<file path="config.mk">
export PLATFORM = sky130hd
export DESIGN_NAME = cfg_2w_slave
export DESIGN_NICKNAME = d
export VERILOG_FILES = /design/src/rtl/cfg_2w_pkg.sv /design/src/rtl/cfg_2w_sync.sv /design/src/rtl/cfg_2w_regfile.sv /design/src/rtl/cfg_2w_link.sv /design/src/rtl/cfg_2w_slave.sv
export SDC_FILE = /design/constraint.sdc
export NUM_CORES = 1
export LEC_CHECK = 0
export ABC_AREA = 1
export CORE_MARGIN = 1
export CORE_UTILIZATION = 55
export CTS_CLUSTER_DIAMETER = 40
export DETAILED_ROUTE_END_ITERATION = 16
export DONT_BUFFER_PORTS = 1
export PLACE_DENSITY_LB_ADDON = 0.15
export SLEW_MARGIN = 20
export SYNTH_ARGS = -nofsm -noshare
export SYNTH_HDL_FRONTEND = slang
export SYNTH_SLANG_ARGS = --single-unit
</file>
<file path="constraint.sdc">
create_clock -name clk_i -period 2.97 [get_ports clk_i]
set_input_delay 0.7425 -clock clk_i [delete_from_list [all_inputs] [get_ports clk_i]]
set_output_delay 0.7425 -clock clk_i [all_outputs]
set_load 0.05 [all_outputs]
</file>
<file path="src/rtl/cfg_2w_pkg.sv">
package cfg_2w_pkg;
  localparam int unsigned BYTE_W  = 8;
  localparam int unsigned PHASE_W = 5;
  localparam int unsigned BAND_W  = 2;
  localparam int unsigned CP_W    = 3;

  localparam logic [4:0] DEV_PREFIX = 5'b10011;

  localparam logic [BYTE_W-1:0] REG_PHASE = 8'h0B;
  localparam logic [BYTE_W-1:0] REG_PLL   = 8'h0C;
  localparam logic [BYTE_W-1:0] REG_PORT  = 8'h0D;

  localparam int unsigned SWAP_WR_BIT = 4;
  localparam int unsigned SWAP_RD_BIT = 7;

  localparam logic [PHASE_W-1:0] PHASE_RST = 5'd16;
  localparam logic [BAND_W-1:0]  BAND_RST  = 2'b01;
  localparam logic [CP_W-1:0]    CP_RST    = 3'b001;

  typedef enum logic [2:0] {
    LK_IDLE, LK_ADDR, LK_PTR, LK_WDATA, LK_RDATA, LK_IGNORE
  } link_st_e;
endpackage

</file>
<file path="src/rtl/cfg_2w_sync.sv">
module cfg_2w_sync #(
  parameter int unsigned STAGES = 2
) (
  input  logic clk_i,
  input  logic rst_ni,
  input  logic scl_i,
  input  logic sda_i,
  output logic scl_o,
  output logic sda_o,
  output logic scl_rise_o,
  output logic scl_fall_o,
  output logic start_o,
  output logic stop_o
);
  localparam int unsigned LINES = 2;

  logic [LINES-1:0] raw;
  logic [LINES-1:0] lvl;
  logic [LINES-1:0] lvl_d;

  assign raw = {sda_i, scl_i};

  for (genvar g = 0; g < LINES; g++) begin : g_line
    logic [STAGES-1:0] ff_q;
    always_ff @(posedge clk_i or negedge rst_ni) begin
      if (!rst_ni) ff_q <= '1;
      else         ff_q <= {ff_q[STAGES-2:0], raw[g]};
    end
    assign lvl[g] = ff_q[STAGES-1];
  end

  always_ff @(posedge clk_i or negedge rst_ni) begin
    if (!rst_ni) lvl_d <= '1;
    else         lvl_d <= lvl;
  end

  assign scl_o      = lvl[0];
  assign sda_o      = lvl[1];
  assign scl_rise_o = lvl[0] & ~lvl_d[0];
  assign scl_fall_o = ~lvl[0] & lvl_d[0];
  // SDA edges with SCL held high are bus conditions
  assign start_o    = lvl[0] & lvl_d[0] & ~lvl[1] & lvl_d[1];
  assign stop_o     = lvl[0] & lvl_d[0] & lvl[1] & ~lvl_d[1];

  p_start_scl_high_r7: assert property (@(posedge clk_i) disable iff (!rst_ni)
    (start_o || stop_o) |-> (scl_o && !scl_rise_o && !scl_fall_o));
endmodule

</file>
<file path="src/rtl/cfg_2w_regfile.sv">
module cfg_2w_regfile
  import cfg_2w_pkg::*;
(
  input  logic              clk_i,
  input  logic              rst_ni,
  input  logic              wr_en_i,
  input  logic [BYTE_W-1:0] wr_addr_i,
  input  logic [BYTE_W-1:0] wr_data_i,
  input  logic [BYTE_W-1:0] rd_addr_i,
  output logic [BYTE_W-1:0] rd_data_o,
  output logic [PHASE_W-1:0] phase_o,
  output logic [BAND_W-1:0]  band_o,
  output logic [CP_W-1:0]    cp_o,
  output logic               swap_o
);
  always_ff @(posedge clk_i or negedge rst_ni) begin
    if (!rst_ni) begin
      phase_o <= PHASE_RST;
      band_o  <= BAND_RST;
      cp_o    <= CP_RST;
      swap_o  <= 1'b0;
    end else if (wr_en_i) begin
      unique case (wr_addr_i)
        REG_PHASE: phase_o <= wr_data_i[PHASE_W-1:0];
        REG_PLL: begin
          band_o <= wr_data_i[BAND_W-1:0];
          cp_o   <= wr_data_i[BAND_W+CP_W-1:BAND_W];
        end
        REG_PORT:  swap_o <= wr_data_i[SWAP_WR_BIT];
        default: ;
      endcase
    end
  end

  always_comb begin
    rd_data_o = '0;
    unique case (rd_addr_i)
      REG_PHASE: rd_data_o[PHASE_W-1:0] = phase_o;
      REG_PLL:   rd_data_o[BAND_W+CP_W-1:0] = {cp_o, band_o};
      REG_PORT:  rd_data_o[SWAP_RD_BIT] = swap_o; // read position differs from write
      default: ;
    endcase
  end

  p_hold_without_write_r8: assert property (@(posedge clk_i) disable iff (!rst_ni)
    !wr_en_i |=> $stable({phase_o, band_o, cp_o, swap_o}));
endmodule

</file>
<file path="src/rtl/cfg_2w_link.sv">
module cfg_2w_link
  import cfg_2w_pkg::*;
(
  input  logic              clk_i,
  input  logic              rst_ni,
  input  logic              scl_i,
  input  logic              sda_i,
  input  logic              scl_rise_i,
  input  logic              scl_fall_i,
  input  logic              start_i,
  input  logic              stop_i,
  input  logic [1:0]        strap_i,
  input  logic [BYTE_W-1:0] rd_data_i,
  output logic              wr_en_o,
  output logic [BYTE_W-1:0] wr_addr_o,
  output logic [BYTE_W-1:0] wr_data_o,
  output logic [BYTE_W-1:0] ptr_o,
  output logic              sda_oe_o
);
  localparam int unsigned CNT_W = $clog2(BYTE_W + 1);
  localparam logic [CNT_W-1:0] LAST_BIT = CNT_W'(BYTE_W);

  link_st_e          st_q;
  logic [CNT_W-1:0]  cnt_q;
  logic              in_ack_q;
  logic              rw_q;
  logic              mnack_q;
  logic [BYTE_W-1:0] sh_q;
  logic [BYTE_W-1:0] tx_q;
  logic [BYTE_W-1:0] ptr_q;
  logic              oe_q;
  logic              addr_hit;

  assign addr_hit = (sh_q[BYTE_W-1:1] == {DEV_PREFIX, strap_i});

  always_ff @(posedge clk_i or negedge rst_ni) begin
    if (!rst_ni) begin
      st_q      <= LK_IDLE;
      cnt_q     <= '0;
      in_ack_q  <= 1'b0;
      rw_q      <= 1'b0;
      mnack_q   <= 1'b1;
      sh_q      <= '0;
      tx_q      <= '0;
      ptr_q     <= '0;
      oe_q      <= 1'b0;
      wr_en_o   <= 1'b0;
      wr_addr_o <= '0;
      wr_data_o <= '0;
    end else begin
      wr_en_o <= 1'b0;
      if (start_i) begin
        st_q <= LK_ADDR; cnt_q <= '0; in_ack_q <= 1'b0; oe_q <= 1'b0;
      end else if (stop_i) begin
        st_q <= LK_IDLE; cnt_q <= '0; in_ack_q <= 1'b0; oe_q <= 1'b0;
      end else if (st_q == LK_IDLE || st_q == LK_IGNORE) begin
        // wait for next start
      end else if (scl_rise_i) begin
        if (in_ack_q) mnack_q <= sda_i;
        else if (cnt_q < LAST_BIT) begin
          sh_q  <= {sh_q[BYTE_W-2:0], sda_i};
          cnt_q <= cnt_q + 1'b1;
        end
      end else if (scl_fall_i) begin
        if (in_ack_q) begin
          // end of acknowledge slot
          in_ack_q <= 1'b0;
          cnt_q    <= '0;
          unique case (st_q)
            LK_ADDR: begin
              if (rw_q) begin
                st_q <= LK_RDATA; tx_q <= rd_data_i; oe_q <= ~rd_data_i[BYTE_W-1];
              end else begin
                st_q <= LK_PTR; oe_q <= 1'b0;
              end
            end
            LK_PTR:   begin st_q <= LK_WDATA; oe_q <= 1'b0; end
            LK_WDATA: oe_q <= 1'b0;
            LK_RDATA: begin
              if (!mnack_q) begin
                tx_q <= rd_data_i; oe_q <= ~rd_data_i[BYTE_W-1];
              end else begin
                st_q <= LK_IGNORE; oe_q <= 1'b0;
              end
            end
            default: oe_q <= 1'b0;
          endcase
        end else if (cnt_q == LAST_BIT) begin
          // eighth bit done: enter acknowledge slot
          in_ack_q <= 1'b1;
          unique case (st_q)
            LK_ADDR: begin
              if (addr_hit) begin oe_q <= 1'b1; rw_q <= sh_q[0]; end
              else st_q <= LK_IGNORE;
            end
            LK_PTR: begin ptr_q <= sh_q; oe_q <= 1'b1; end
            LK_WDATA: begin
              wr_en_o   <= 1'b1;
              wr_addr_o <= ptr_q;
              wr_data_o <= sh_q;
              ptr_q     <= ptr_q + 1'b1;
              oe_q      <= 1'b1;
            end
            LK_RDATA: begin oe_q <= 1'b0; ptr_q <= ptr_q + 1'b1; end
            default: oe_q <= 1'b0;
          endcase
        end else if (st_q == LK_RDATA && cnt_q != '0) begin
          tx_q <= {tx_q[BYTE_W-2:0], 1'b0};
          oe_q <= ~tx_q[BYTE_W-2];
        end
      end
    end
  end

  assign ptr_o    = ptr_q;
  assign sda_oe_o = oe_q;

  p_oe_moves_scl_low_r9: assert property (@(posedge clk_i) disable iff (!rst_ni)
    !$stable(oe_q) |-> !scl_i);
  p_ignore_released_r2: assert property (@(posedge clk_i) disable iff (!rst_ni)
    (st_q == LK_IGNORE || st_q == LK_IDLE) |-> !oe_q);
  p_write_steps_ptr_r3: assert property (@(posedge clk_i) disable iff (!rst_ni)
    wr_en_o |-> (ptr_q == wr_addr_o + 1'b1) && !scl_i);
  p_nack_ends_read_r5: assert property (@(posedge clk_i) disable iff (!rst_ni)
    (st_q == LK_RDATA && in_ack_q && scl_fall_i && mnack_q && !start_i && !stop_i)
      |=> (st_q == LK_IGNORE && !oe_q));
endmodule

</file>
<file path="src/rtl/cfg_2w_slave.sv">
module cfg_2w_slave
  import cfg_2w_pkg::*;
#(
  parameter int unsigned SYNC_STAGES = 2
) (
  input  logic               clk_i,
  input  logic               rst_ni,
  input  logic               scl_i,
  input  logic               sda_i,
  output logic               sda_oe_o,
  input  logic [1:0]         addr_strap_i,
  output logic [PHASE_W-1:0] phase_o,
  output logic [BAND_W-1:0]  vco_band_o,
  output logic [CP_W-1:0]    cp_code_o,
  output logic               port_swap_o
);
  logic scl_s, sda_s, scl_rise, scl_fall, start_ev, stop_ev;
  logic              wr_en;
  logic [BYTE_W-1:0] wr_addr, wr_data, ptr, rd_data;

  cfg_2w_sync #(.STAGES(SYNC_STAGES)) u_sync (
    .clk_i, .rst_ni, .scl_i, .sda_i,
    .scl_o(scl_s), .sda_o(sda_s), .scl_rise_o(scl_rise), .scl_fall_o(scl_fall),
    .start_o(start_ev), .stop_o(stop_ev)
  );

  cfg_2w_link u_link (
    .clk_i, .rst_ni, .scl_i(scl_s), .sda_i(sda_s),
    .scl_rise_i(scl_rise), .scl_fall_i(scl_fall),
    .start_i(start_ev), .stop_i(stop_ev), .strap_i(addr_strap_i),
    .rd_data_i(rd_data), .wr_en_o(wr_en), .wr_addr_o(wr_addr),
    .wr_data_o(wr_data), .ptr_o(ptr), .sda_oe_o
  );

  cfg_2w_regfile u_regs (
    .clk_i, .rst_ni, .wr_en_i(wr_en), .wr_addr_i(wr_addr), .wr_data_i(wr_data),
    .rd_addr_i(ptr), .rd_data_o(rd_data),
    .phase_o, .band_o(vco_band_o), .cp_o(cp_code_o), .swap_o(port_swap_o)
  );
endmodule

</file>
* After elaboration in Yosys (flattened, before gate mapping) *
Index checks and enable logic that the tools add are counted.

word-level totals
  logic and storage cells = 149
  input bits = 6
  flip-flop bits (word level) = 65

cells by class
  add/sub/neg operators = 2
  bitwise gates (word level) = 18
  reduce and logical (&&, ||, !) cells = 28
  order comparisons = 1
  equality and inequality tests = 24
  mux-type cells = 57

operator list
  kind                                                              number
  8-bit by 4-bit == test with 1-bit output (second input constant)  6
  7-bit 2-to-1 mux                                                  5
  3-bit 2-to-1 mux                                                  11
  4-bit 2-to-1 mux                                                  8
  1-bit 2-to-1 mux                                                  27
  8-bit AND reduction                                               3
  4-bit nonzero test                                                5
  8-bit case mux with 2 select lines                                1
  5-bit AND reduction                                               3
  7-bit case mux with 2 select lines                                1
  3-bit != test (second input constant)                             4
  1-bit inverter                                                    11
  5-bit case mux with 2 select lines                                1
  10-bit AND reduction                                              1
  5-bit nonzero test                                                2
  3-bit case mux with 3 select lines                                1
  9-bit AND reduction                                               1
  8-bit by 1-bit adder with 8-bit output (second input constant)    1
  1-bit AND                                                         7
  7-bit == test                                                     1
  3-bit by 2-bit == test with 1-bit output (second input constant)  2
  3-bit == test (second input constant)                             2
  6-bit by 4-bit != test with 1-bit output (second input constant)  1
  2-bit AND reduction                                               3
  other kinds (19)                                                  22

* Logic depth before layout (Yosys ltp) *
Gate-level depths: netlist (run 1).

  depth in word-level cells = 11
  mapped depth = 11
  gate-level depth less buffers = 11

* Hierarchy *
From an unflattened synthesis (run 1), not the netlist that was laid out.

second synthesis, totals
  cells, all modules = 461
  area total of the unflattened synthesis = 3,558.4 µm²

by module, submodules not included
  module          area an instance (µm²)  cells each  instances
  cfg_2w_link     2,678.8                 352         1
  cfg_2w_regfile  680.7                   92          1
  cfg_2w_sync     198.9                   17          1

* Worst setup path before layout (run 1) *
No wires, ideal clock.

  path kind = register to register
  start point = register u_sync.g_line[0].ff_q[1]
  end point = register u_link.st_q[2]
  stages on the path, launching flop included = 9
  data required time = 2.852 ns
  path slack = 1.250 ns
  clock period less this slack = 1.720 ns
  arrival time = 1.602 ns
  cell sequence = dfstp_2 -> ha_1 -> nand3_2 -> nand2_2 -> inv_2 -> a21oi_2 -> nand3_1 -> nand2_1 -> nand2_1

between the ends
  cells in the longest elaborated chain, start to end = 5

RTL lines
  what                                                                      line                                  RTL
  start, declared                                                           cfg_2w_sync.sv:24                     logic [STAGES-1:0] ff_q;
  start signal, assigned                                                    cfg_2w_sync.sv:27                     else ff_q <= {ff_q[STAGES-2:0], raw[g]};
  1-bit AND                                                                 cfg_2w_sync.sv:42, cfg_2w_sync.sv:43
  1-bit AND (on tied branches) (2 in a row)                                 cfg_2w_sync.sv:42, cfg_2w_sync.sv:43
  5-bit != test (no line), or another cell as far along                     --
  8-bit AND reduction (no line) / 3-bit 2-to-1 mux (equally long branches)  --
  end signal, assigned                                                      cfg_2w_link.sv:38                     st_q <= LK_IDLE;
  end signal, assigned                                                      cfg_2w_link.sv:53                     st_q <= LK_ADDR; cnt_q <= '0; in_ack_q <= 1'b0; oe_q <= 1'b0;
  end signal, assigned                                                      cfg_2w_link.sv:55                     st_q <= LK_IDLE; cnt_q <= '0; in_ack_q <= 1'b0; oe_q <= 1'b0;
  end, declared                                                             cfg_2w_link.sv:23                     link_st_e st_q;

Several ways; a longest one is shown, not always the timed one.
A chain may end at the register's enable or synchronous reset.

* Worst setup path after layout (run 1) *
  start point = register u_link.cnt_q[0]
  end point = register u_link.wr_addr_o[3]

between the ends
  cells in the longest elaborated chain, start to end = 2

RTL lines
  what                           line               RTL
  start, declared                cfg_2w_link.sv:24  logic [CNT_W-1:0] cnt_q;
  start signal, assigned         cfg_2w_link.sv:62  cnt_q <= cnt_q + 1'b1;
  4-bit == test                  cfg_2w_link.sv:88  end else if (cnt_q == LAST_BIT) begin
  8-bit AND reduction (no line)  --
  end signal, assigned           cfg_2w_link.sv:99  wr_addr_o <= ptr_q;
  end, declared                  cfg_2w_link.sv:15  output logic [BYTE_W-1:0] wr_addr_o,

Every way passes these cells.

==> summary.md, run 1 <==
| Metric | Value |
|---|---|
| Reg-to-reg startpoint | `u_link.cnt_q[0]` |
| Post-detailed-routing wire length | `6.92 mm` |
| Share of cell area taken by muxes after synthesis | `0.0128` |
| Wire length of the first global-routing pass | `around 12 mm` |
| Required time at the worst-slack endpoint | `3.20 ns` |
| Count of endpoints failing setup in the final report | `0` |
| Starting density of the core | `0.583` |
| Cell leakage power | `1.77 nW` |
| Number of different library cells in the post-synthesis netlist | `33` |
| Max_cap viols | `0` |
| Filler cell count | `522` |
| Worst R2R End | `u_link.wr_addr_o[3]` |
| Final-report max-slew violation count | `0` |
| Post-synthesis share of cell area spent on xor and xnor gates | `0.00499` |
| Die Height | `81.9 um` |
| Most numerous cell types in the synthesized netlist | `sky130_fd_sc_hd__nand2_1 (141), sky130_fd_sc_hd__dfrtp_1 (55), sky130_fd_sc_hd__inv_1 (45)` |
| Post-synthesis register bit count | `65` |
| Cell type of the slowest stage on the worst timing path | `sky130_fd_sc_hd__dfrtp_1` |
| Router iterations before antenna repair | `4` |
| Max-Slew Margin vs Limit | `0.611` |
| Layout cells sized above 1 | `0.156` |
| Max VDD drop | `0.408 mV` |
| Total power per unit cell area | `521 nW/um^2` |
| Hold_buf cts | `0` |
| Slew at the pin closest to its max-slew limit | `0.580 ns` |
| Setup repair after global routing missed its margin | `false` |
| Worst setup EP type | `flip-flop` |
| Result of the run | `complete, no violations` |
| DRC marker count from the first detailed-route iteration | `173` |
| CTS tree | `yes` |
| Final core utilization | `0.622` |
| Average instance area after synthesis | `about 8.2 sq um` |
| DRC | `0` |
| Num rows | `28` |
| Asr flop ratio synth | `1.00` |
| Register-to-register setup slack | `0.98 ns` |
| Fraction of synthesized cell area taken by the top area cell type | `0.392` |
| Most Frequent Cell on Critical Path | `sky130_fd_sc_hd__nand2_1` |
| Overall via count from detail_route | `around 2700` |
| Library cell occupying the most area in the post-synthesis netlist | `sky130_fd_sc_hd__dfrtp_1` |
| Sum of overflow across all layers after global routing | `0` |
| GR Util All Layers | `0.232` |
| FF-to-FF path depth | `9` |
| Arrival time of data at the critical path endpoint | `~2.2 ns` |
| Clock sinks | `65` |
| Synthesized-area fraction occupied by adder cells | `0.0285` |
| Number of endpoints with negative hold slack in the final report | `0` |
| Post-synthesis instance area | `3510 sq um` |
| Most instantiated flip-flop cell in the synthesis netlist | `sky130_fd_sc_hd__dfrtp_1` |
| Simple-Gate Fraction of Synth Area | `0.304` |
| Layout net count | `446` |
| Number of H-tree levels | `3` |
| Type of the setup path with the least slack | `reg -> reg` |
| Family with the most delay on the worst path | `simple AND/OR/NAND/NOR gates` |
| Post-route antenna net violation count | `0` |
| Cells after synthesis | `between 400 and 500` |
| Antenna diodes | `0` |
| Final worst-path cycle share | `0.670` |
| Synth Area in Compound Gates | `0.110` |
| DIE AREA | `6710 sq um` |
| I/O Buffers | `0` |
| Reg clk slew, reported paths | `around 0.080 ns` |
| Routed via count divided by cell count | `5.37` |
| Clk root buf | `sky130_fd_sc_hd__clkbuf_8` |
| Largest family of logic cells by synthesized area | `simple AND/OR/NAND/NOR gates` |
| Number of global-route vias before repair | `2530` |
| Worst Clk Skew | `0.0124 ns` |
| Peak fanout along the critical path | `27` |
| Placeable core region | `6030 sq um` |
| Horizontal extent of the die | `81.9 um` |
| Pin count of the biggest net entering global routing | `66` |
| Number of buffer and inverter instances along the worst setup path | `2` |
| Post-DR wirelength/cell | `between 10 and 15 um` |
| Placed wire-length estimate | `4.98 mm` |
| Boundary Pins | `18` |
| Number of flops mapped to enable cells by yosys | `0` |
| Number of antenna violations at the first check in global routing | `0` |
| Aggregate negative setup slack | `0 ns` |
| Worst path cell trace | `inv_1, ha_1, nand3_1, nor3_1, nand2_1, inv_2, nand3_4, nand2_1, o21ai_2` |
| Worst-case clock buffer depth | `2` |
| Clock period minus worst slack | `1.99 ns` |
| Syn_nets | `roughly 440` |
| Most frequent cell after synthesis | `sky130_fd_sc_hd__nand2_1` |
| CP startpoint kind | `flip-flop` |
| Source-to-sink clock delay at the later pin of the worst-skew pair | `0.34 ns` |
| Critical Path Max Stage Delay | `0.38 ns` |
| Cells taking the most area after synthesis | `sky130_fd_sc_hd__dfrtp_1 (39%), sky130_fd_sc_hd__nand2_1 (15%), sky130_fd_sc_hd__dfstp_2 (7.5%), sky130_fd_sc_hd__nand3_1 (5.1%), sky130_fd_sc_hd__inv_1 (4.8%)` |
| P&R area growth vs syn | `6.66%` |
| Post-CTS setup buffer count | `0` |
| Gp weighted congestion | `0.881` |
| Total clock buffers created by CTS | `9` |
| Yosys synthesis warning count | `0` |
| Hold Crit Class | `in -> async` |
| Sequential fraction of the synthesis area | `0.467` |
| Cts repair resizes | `0` |
| Achievable frequency | `502 MHz` |
==> how the worst max path moves through the flow <==
| stage | slack [ns] | startpoint | endpoint | depth (start not counted) |
|---|---|---|---|---|
| floorplan | 1.25 | u_sync.g_line[0].ff_q[1] | u_link.st_q[2] | 8 |
| global placement | 1.03 | u_link.cnt_q[0] | u_link.wr_addr_o[0] | 9 |
| detailed placement | 0.98 | u_link.cnt_q[0] | u_link.wr_addr_o[0] | 9 |
| CTS | 0.96 | u_link.cnt_q[0] | u_link.wr_addr_o[0] | 9 |
| global route | 0.80 | u_link.cnt_q[0] | u_link.wr_data_o[1] | 9 |
| finish | 0.98 | u_link.cnt_q[0] | u_link.wr_addr_o[3] | 9 |
==> layout by cell type, fill, tap and decap left out, drive strengths merged <==
master / n
o211ai: 2
a21boi: 4
a21oi: 5
bufinv: 1
nor2: 27
mux2: 4
nor3b: 1
clkinvlp: 3
clkbuf: 9
dfstp: 10
ha: 8
xnor2: 1
nand3: 41
o22ai: 1
o21ai: 49
buf: 1
xor2: 1
nand2: 143
dfrtp: 55
nand4: 13
inv: 52
clkinv: 1
nor3: 4
nor4: 1
==> registers in the layout (all words and copies together) (netlist names), 2 cells and up <==
register,cells
u_link.cnt_q,4
u_sync.lvl_d,2
u_link.ptr_o,8
u_link.wr_data_o,5
u_regs.cp_o,3
u_link.tx_q,7
u_link.sh_q,8
u_sync.g_line.ff_q,4
u_link.st_q,3
u_regs.band_o,2
u_regs.phase_o,5
u_link.wr_addr_o,8
==> worst register-to-register path: stages, from the launching register on <==
cell,delay (ns)
sky130_fd_sc_hd__dfrtp_1,0.38
sky130_fd_sc_hd__inv_1,0.11
sky130_fd_sc_hd__ha_1,0.18
sky130_fd_sc_hd__nand3_1,0.24
sky130_fd_sc_hd__nor3_1,0.22
sky130_fd_sc_hd__nand2_1,0.11
sky130_fd_sc_hd__inv_2,0.09
sky130_fd_sc_hd__nand3_4,0.28
sky130_fd_sc_hd__nand2_1,0.19
sky130_fd_sc_hd__o21ai_2,0.07
==> cells by family after synthesis <==
logic type,count (synthesis)
adders and majority gates,8
buffers and inverters,59
xor gates and xnor gates,2
DFF,65
and+or+nand+nor,230
muxes,4
AOI/OAI and AO/OA,61
==> final cells by class <==
cell class / instances / area, sq um / area share
Inverter: 50 / 188 / 0.0501
Timing Repair Buffer: 1 / 7.51 / 0.00200
Clock buffer: 9 / 124 / 0.0331
Tap cell: 75 / 93.8 / 0.0251
Clock inverter: 7 / 78.8 / 0.0210
Multi-Input combinational cell: 305 / 1620 / 0.431
Sequential cell: 65 / 1640 / 0.438
==> through the flow <==
step	worst slack, ns	area, sq um	std cells	hold WS, ns	total power [mW]
6_report	0.979	3750	512	0.0850	1.95
5_1_grt	0.798	3750	512	0.0606	2.04
4_1_cts	0.962	3750	512	0.0757	1.97
3_5_place_dp	0.983	3540	496	0.347	1.21
3_3_place_gp	1.03	3540	496	0.348	1.20
2_1_floorplan	1.25	3510	429	0.345	1.16
==> per-layer routing <==
metal	track usage	vias to the layer above	part of all wire	wire (um)
met2	0.361	65	0.45	3120
met4	0.0877	0	0.016	108
met3	0.0467	9	0.041	283
li1	-	1400	-	-
met1	0.318	1274	0.49	3410
met5	0	-	0	0
==> power breakdown <==
group | switching, mW | internal [mW] | leakage, nW
clock | 0.368 | 0.394 | 0.0925
sequential | 0.0538 | 0.926 | 0.862
combinational | 0.146 | 0.0640 | 0.811
No activity file was read; power rests on OpenSTA's default activity.
==> run 2: changes to the inputs <==
ABC_AREA = 0   (was 1)
clock period = 1.75 ns   (was 2.97 ns; I/O delays follow)
==> summary.md, run 2 <==
| Metric | Value |
|---|---|
| Sequential fraction of the synthesis area | `0.491 (+0.0243)` |
| Arrival time of data at the critical path endpoint | `2.27 ns (+0.05 ns)` |
| Source-to-sink clock delay at the later pin of the worst-skew pair | `0.35 ns (about the same)` |
| Synthesized-area fraction occupied by adder cells | `0.0300 (+0.00148)` |
| Layout cells sized above 1 | `0.490 (+0.334)` |
| Wire length of the first global-routing pass | `13.7 mm (+17%)` |
| Commonest cells after routing, fill and taps aside | `sky130_fd_sc_hd__buf_4 (67), sky130_fd_sc_hd__dfrtp_1 (55), sky130_fd_sc_hd__nand2_1 (22), sky130_fd_sc_hd__mux2_4 (19), sky130_fd_sc_hd__inv_1 (14)` |
| Most numerous cell types in the synthesized netlist | `sky130_fd_sc_hd__dfrtp_1 (55), sky130_fd_sc_hd__nand2_1 (28), sky130_fd_sc_hd__mux2_2 (19)` |
| Total clock buffers created by CTS | `9 (unchanged)` |
| Share of cell area taken by muxes after synthesis | `0.124 (+0.112)` |
| Final worst-path cycle share | `1.17 (+0.496)` |
| Routed metal-1 wirelength | `3.69 mm (+8.2%)` |
| Die Height | `79.9 um (-2.4%)` |
| Placeable core region | `5890 sq um (-2.3%)` |
| Most frequent cell after synthesis | `sky130_fd_sc_hd__dfrtp_1` |
| I/O Buffers | `0 (unchanged)` |
| Count of endpoints failing setup in the final report | `54 (+54)` |
| GR Util All Layers | `0.290 (+0.0574)` |
| Syn_nets | `319 (-28%)` |
| Layout net count | `403 (-9.6%)` |
| Most instantiated flip-flop cell in the synthesis netlist | `sky130_fd_sc_hd__dfrtp_1` |
| Number of flops mapped to enable cells by yosys | `0 (unchanged)` |
| DIE AREA | `6380 sq um (-4.8%)` |
| Cells after synthesis | `305 (-29%)` |
| Asr flop ratio synth | `1.00 (unchanged)` |
| Number of antenna violations at the first check in global routing | `0 (unchanged)` |
| Final core utilization | `0.786 (+0.165)` |
| Post-synthesis register bit count | `65 (unchanged)` |
| Number of global-route vias before repair | `2774 (+9.6%)` |
| Max-Slew Margin vs Limit | `0.564 (-0.0470)` |
| Number of endpoints with negative hold slack in the final report | `65 (+65)` |
| Antenna diodes | `0 (unchanged)` |
| Overall via count from detail_route | `2772 (+0.87%)` |
| Achievable frequency | `490 MHz (-2.5%)` |
| Clk root buf | `sky130_fd_sc_hd__clkbuf_8` |
| Most common cell after layout, fill and taps aside | `sky130_fd_sc_hd__buf_4` |
| Hold Crit Class | `in -> async` |
| Hold_ws | `-0.225 ns (-0.310 ns)` |
| Final-report max-slew violation count | `0 (unchanged)` |
| Worst R2R End | `u_link.st_q[2]` |
| Total power | `4.56 mW (+130%)` |
| Largest family of logic cells by synthesized area | `compound AO/OA/AOI/OAI gates` |
| Non-Filler Instances | `469 (-8.4%)` |
| Clock sinks | `65 (unchanged)` |
| Placed wire-length estimate | `5.19 mm (+4.3%)` |
| FF-to-FF path depth | `6 (-3)` |
| Num rows | `28 (unchanged)` |
| Total power per unit cell area | `986 nW/um^2 (+89%)` |
| Length of routed met2 wiring | `4.13 mm (+33%)` |
| Setup slack of the critical path after layout | `-0.291 ns (-1.27 ns)` |
| Max VDD drop | `0.645 mV (+58%)` |
| Cells taking the most area after synthesis | `sky130_fd_sc_hd__dfrtp_1 (41%), sky130_fd_sc_hd__dfstp_2 (7.9%), sky130_fd_sc_hd__mux2_2 (6.4%), sky130_fd_sc_hd__nand2_1 (3.1%), sky130_fd_sc_hd__mux2_1 (3.0%)` |
| Boundary Pins | `18 (unchanged)` |
| Library cell occupying the most area in the post-synthesis netlist | `sky130_fd_sc_hd__dfrtp_1` |
| Routed via count divided by cell count | `5.91 (+10%)` |
| Top routing layer in use | `met4` |
| Post-detailed-routing wire length | `8.50 mm (+23%)` |
| Peak fanout along the critical path | `3 (-89%)` |
| Number of different library cells in the post-synthesis netlist | `63 (+91%)` |
| Starting density of the core | `0.567 (-0.0157)` |
| Post-synthesis instance area | `3340 sq um (-5.0%)` |
| Worst-case clock buffer depth | `2 (unchanged)` |
| DRC marker count from the first detailed-route iteration | `379 (+120%)` |
| Yosys synthesis warning count | `0 (unchanged)` |
| P&R area growth vs syn | `38.6%` |
| Number of H-tree levels | `3 (unchanged)` |
| Post-DR wirelength/cell | `18.1 um (+34%)` |
| Register-to-register setup slack | `-0.29 ns (-1.27 ns)` |
| Worst setup EP type | `flip-flop` |
| Horizontal extent of the die | `79.9 um (-2.4%)` |
| Synth Area in Compound Gates | `0.154 (+0.0439)` |
| Reg-to-reg startpoint | `u_link.cnt_q[1]` |
| Clock period minus worst slack | `2.04 ns (+0.0506 ns)` |
| Slew at the pin closest to its max-slew limit | `0.648 ns (+0.0676 ns)` |
| Fraction of synthesized cell area taken by the top area cell type | `0.412 (+0.0204)` |
| CP startpoint kind | `flip-flop` |
| DRC | `0 (unchanged)` |
| Result of the run | `finished with violations` |
| Count of placed standard cells including taps | `424 (-15%)` |
| Post-synthesis share of cell area spent on xor and xnor gates | `0.0127 (+0.00776)` |
| Met3 layer wire length in the routed design | `393 um (+39%)` |
| Router iterations before antenna repair | `4 (unchanged)` |
| Sum of overflow across all layers after global routing | `0 (unchanged)` |
| Average instance area after synthesis | `10.9 sq um (+34%)` |
| Post-route antenna net violation count | `0 (unchanged)` |
| Max_cap viols | `0 (unchanged)` |
| Setup repair after global routing missed its margin | `true` |
| Worst Clk Skew | `0.00923 ns (-0.00314 ns)` |
| Gp weighted congestion | `0.874 (-0.70%)` |
| Required time at the worst-slack endpoint | `1.98 ns (-1.22 ns)` |
| Type of the setup path with the least slack | `reg -> reg` |
| Cell leakage power | `2.09 nW (+18%)` |
| Simple-Gate Fraction of Synth Area | `0.143 (-0.161)` |
| Violations in the final reports | `hold timing, setup timing` |
| CTS tree | `yes` |
| Pin count of the biggest net entering global routing | `66 (unchanged)` |
| Reg clk slew, reported paths | `0.08 ns (about the same)` |
==> run 2: power by group <==
group	internal, mW	switching [mW]
sequential	1.67	0.117
clock	0.736	0.595
combinational	0.749	0.694
total	3.16	1.41
==> run 2: repair_timing <==
item	CTS	global route
resized for setup	47	12
hold endpoints to repair	65	65
buffers inserted	20	7
endpoints found under the setup margin	57	57
cloned	2	0
pin swaps	19	11
==> run 2: logic make-up (layout without fill, tap and decap cells) <==
logic type | after synthesis | in the layout
adders and majority gates | 8 | 8
AOI/OAI and AO/OA | 76 | 77
and+or+nand+nor | 84 | 85
buffers and inverters | 31 | 118
DFF | 65 | 65
muxes | 37 | 37
xor gates and xnor gates | 4 | 4
==> run 2: routing by layer <==
layer  vias to the layer above  track usage
met5                         -            0
met4                         0        0.138
met3                        25       0.0514
met2                        87        0.470
met1                      1369        0.373
li1                       1291            -
==> run 2: area by class of cell <==
| cell class | count | area (sq um) |
|---|---|---|
| clock buffers | 12 | 155 |
| clock inverters | 4 | 51.3 |
| fillers | 352 | 1260 |
| inverters | 18 | 67.6 |
| multi-input cells | 211 | 1900 |
| flip-flops and latches | 65 | 1640 |
| well taps | 75 | 93.8 |
| repair buffers | 84 | 724 |
==> run 2: metrics by stage <==
stage	setup TNS (ns)	instance area (sq um)	worst slack [ns]
2_1_floorplan	-3.62	3470	-0.311
3_3_place_gp	-6.72	3940	-0.285
3_5_place_dp	-7.73	3940	-0.342
4_1_cts	-7.23	4520	-0.330
5_1_grt	-11.95	4630	-0.323
6_report	-8.56	4630	-0.291
==> run 2: worst max-delay path by stage <==
stage,depth (start not counted),slack [ns],to,from
floorplan,6,-0.31,u_link.st_q[0],u_link.cnt_q[1]
global placement,6,-0.28,u_link.st_q[0],u_link.cnt_q[1]
detailed placement,6,-0.34,u_link.st_q[2],u_link.cnt_q[1]
CTS,6,-0.33,u_link.st_q[2],u_link.cnt_q[0]
global route,8,-0.32,u_link.wr_data_o[1],u_link.cnt_q[1]
finish,6,-0.29,u_link.st_q[2],u_link.cnt_q[1]
==> run 2: critical path: stages, from the launching register on <==
cell                       delay [ns]
sky130_fd_sc_hd__dfrtp_1         0.40
sky130_fd_sc_hd__inv_2           0.09
sky130_fd_sc_hd__ha_4            0.15
sky130_fd_sc_hd__nand3b_4        0.08
sky130_fd_sc_hd__or4_4           0.49
sky130_fd_sc_hd__a221o_2         0.42
sky130_fd_sc_hd__mux2_4          0.31
==> run 3: changes to the inputs <==
CORE_ASPECT_RATIO = 2   (was default)
REMOVE_ABC_BUFFERS = 1   (was default)
==> summary.md, run 3 (same netlist as run 2, synthesis figures left out) <==
| Metric | Value |
|---|---|
| Arrival time of data at the critical path endpoint | `2.32 ns (+0.05 ns)` |
| Number of H-tree levels | `3 (unchanged)` |
| Total power per unit cell area | `1140 nW/um^2 (+15%)` |
| Violations in the final reports | `hold timing, setup timing` |
| Layout net count | `397 (-1.5%)` |
| Setup slack of the critical path after layout | `-0.310 ns (-0.0183 ns)` |
| GR Util All Layers | `0.312 (+0.0227)` |
| Slew at the pin closest to its max-slew limit | `0.672 ns (+0.0244 ns)` |
| Peak fanout along the critical path | `6 (+3)` |
| Critical Path Max Stage Delay | `0.39 ns (-0.10 ns)` |
| Worst Clk Skew | `0.00948 ns (+0.000245 ns)` |
| CP startpoint kind | `flip-flop` |
| Final core utilization | `0.830 (+0.0433)` |
| Cell type of the slowest stage on the worst timing path | `sky130_fd_sc_hd__dfrtp_1` |
| Max VDD drop | `1.09 mV (+68%)` |
| Starting density of the core | `0.580 (+0.0126)` |
| Required time at the worst-slack endpoint | `2.01 ns (+0.03 ns)` |
| Number of antenna violations at the first check in global routing | `0 (unchanged)` |
| Num rows | `39 (+39%)` |
| Worst setup EP type | `flip-flop` |
| Number of global-route vias before repair | `2930 (+5.6%)` |
| CTS tree | `yes` |
| Clk root buf | `sky130_fd_sc_hd__clkbuf_16` |
| Boundary Pins | `18 (unchanged)` |
| Antenna diodes | `0 (unchanged)` |
| Most common cell after layout, fill and taps aside | `sky130_fd_sc_hd__buf_4` |
| Placeable core region | `5760 sq um (-2.2%)` |
| Die Height | `112 um (+40%)` |
| Area post-placement | `3810 sq um (-3.3%)` |
| Final worst-path cycle share | `1.18 (+0.0105)` |
| Pin count of the biggest net entering global routing | `66 (unchanged)` |
| Total power | `5.43 mW (+19%)` |
| DRC | `0 (unchanged)` |
| Most Frequent Cell on Critical Path | `sky130_fd_sc_hd__buf_4` |
| Post-route antenna net violation count | `0 (unchanged)` |
| Hold_ws | `-0.206 ns (+0.0194 ns)` |
| DIE AREA | `6400 sq um (+0.30%)` |
| I/O Buffers | `0 (unchanged)` |
| Filler cell count | `300 (-15%)` |
| DRC marker count from the first detailed-route iteration | `126 (-67%)` |
| Post-detailed-routing wire length | `9.74 mm (+15%)` |
| Cell leakage power | `2.14 nW (+2.6%)` |
| Count of endpoints failing setup in the final report | `55 (+1.9%)` |
| Reg clk slew, reported paths | `0.06 ns (-0.02 ns)` |
| Result of the run | `finished with violations` |
| Placed wire-length estimate | `5.83 mm (+12%)` |
| Family with the most delay on the worst path | `compound AO/OA/AOI/OAI gates` |
| Horizontal extent of the die | `57.1 um (-29%)` |
| Type of the setup path with the least slack | `reg -> reg` |
| Wire length of the first global-routing pass | `14.8 mm (+7.8%)` |
| Hold Crit Class | `in -> async` |
| Number of buffer and inverter instances along the worst setup path | `4 (+3)` |
| Max-Slew Margin vs Limit | `0.548 (-0.0164)` |
| Routed via count divided by cell count | `6.33 (+7.1%)` |
| Commonest cells after routing, fill and taps aside | `sky130_fd_sc_hd__buf_4 (59), sky130_fd_sc_hd__dfrtp_1 (55), sky130_fd_sc_hd__nand2_1 (24), sky130_fd_sc_hd__mux2_4 (16), sky130_fd_sc_hd__buf_6 (15)` |
| Router iterations before antenna repair | `4 (unchanged)` |
| Clock sinks | `65 (unchanged)` |
| Achievable frequency | `486 MHz (-0.89%)` |
| Clock period minus worst slack | `2.06 ns (+0.0183 ns)` |
| Layout cells sized above 1 | `0.503 (+0.0127)` |
| Worst path cell trace | `inv_2, ha_4, nand3b_4, buf_4, a2111oi_4, buf_4, o21ai_4, buf_4, a21oi_4, a2bb2oi_2` |
| Final standard cell area without fillers | `4780 sq um (+3.2%)` |
| Post-DR wirelength/cell | `21.7 um (+20%)` |
| Overall via count from detail_route | `2843 (+2.6%)` |
| Worst-case clock buffer depth | `2 (unchanged)` |
| Max_cap viols | `0 (unchanged)` |
| Aggregate negative setup slack | `-9.35 ns (-0.793 ns)` |
| Number of endpoints with negative hold slack in the final report | `65 (unchanged)` |
| Total clock buffers created by CTS | `9 (unchanged)` |
| P&R area growth vs syn | `43.1%` |
| Setup repair after global routing missed its margin | `true` |
| Source-to-sink clock delay at the later pin of the worst-skew pair | `0.34 ns (about the same)` |
| Gp weighted congestion | `0.897 (+2.5%)` |
| Sum of overflow across all layers after global routing | `0 (unchanged)` |
| Final-report max-slew violation count | `0 (unchanged)` |
==> run 3: metal layers <==
layer / part of all wire / vias to the layer above / GRT usage
met5: 0 / - / 0
met4: 0.069 / 0 / 0.190
met3: 0.044 / 51 / 0.0657
met2: 0.54 / 118 / 0.560
met1: 0.34 / 1402 / 0.320
li1: - / 1272 / -
==> run 3: area by class of cell <==
cell class / count / area (sq um) / share of cell area
Multi-Input combinational cell: 209 / 1960 / 0.410
Sequential cell: 65 / 1640 / 0.343
Clock inverter: 4 / 73.8 / 0.0155
Timing Repair Buffer: 80 / 707 / 0.148
Inverter: 18 / 67.6 / 0.0141
Clock buffer: 12 / 256 / 0.0537
Tap cell: 61 / 76.3 / 0.0160
==> run 3: final timing paths <==
kind,startpoint,to,slack [ns],depth (start not counted)
hold / removal,rst_ni,u_link.st_q[2],-0.21,0
max in group asynchronous,rst_ni,u_regs.phase_o[4],1.76,0
min in group clk_i,scl_i,u_sync.g_line[0].ff_q[0],0.10,0
setup reg to reg,u_link.cnt_q[1],u_link.ptr_o[4],-0.31,10
hold reg to reg,u_sync.g_line[0].ff_q[0],u_sync.g_line[0].ff_q[1],0.37,0
setup / recovery,u_link.cnt_q[1],u_link.ptr_o[4],-0.31,10
==> run 3: power breakdown <==
part	switching, mW	leakage, nW	total, mW	internal [mW]
Clock	0.652	0.163	1.98	1.33
Combinational	0.806	1.13	1.64	0.839
Sequential	0.132	0.844	1.81	1.67
Total	1.59	2.14	5.43	3.84
==> run 3: timing repair <==
item                                    CTS  global route
endpoints found under the setup margin   57            57
pin swaps                                26             7
buffers inserted                         12             6
resized for setup                        88            19
gates cloned                              1             1
hold endpoints to repair                 65            65
==> run 3: through the flow <==
stage          setup slack, ns  cells
3_5_place_dp            -0.401    415
6_report                -0.310    449
2_1_floorplan           -0.721    292
5_1_grt                 -0.371    449
4_1_cts                 -0.273    443
3_3_place_gp            -0.334    415
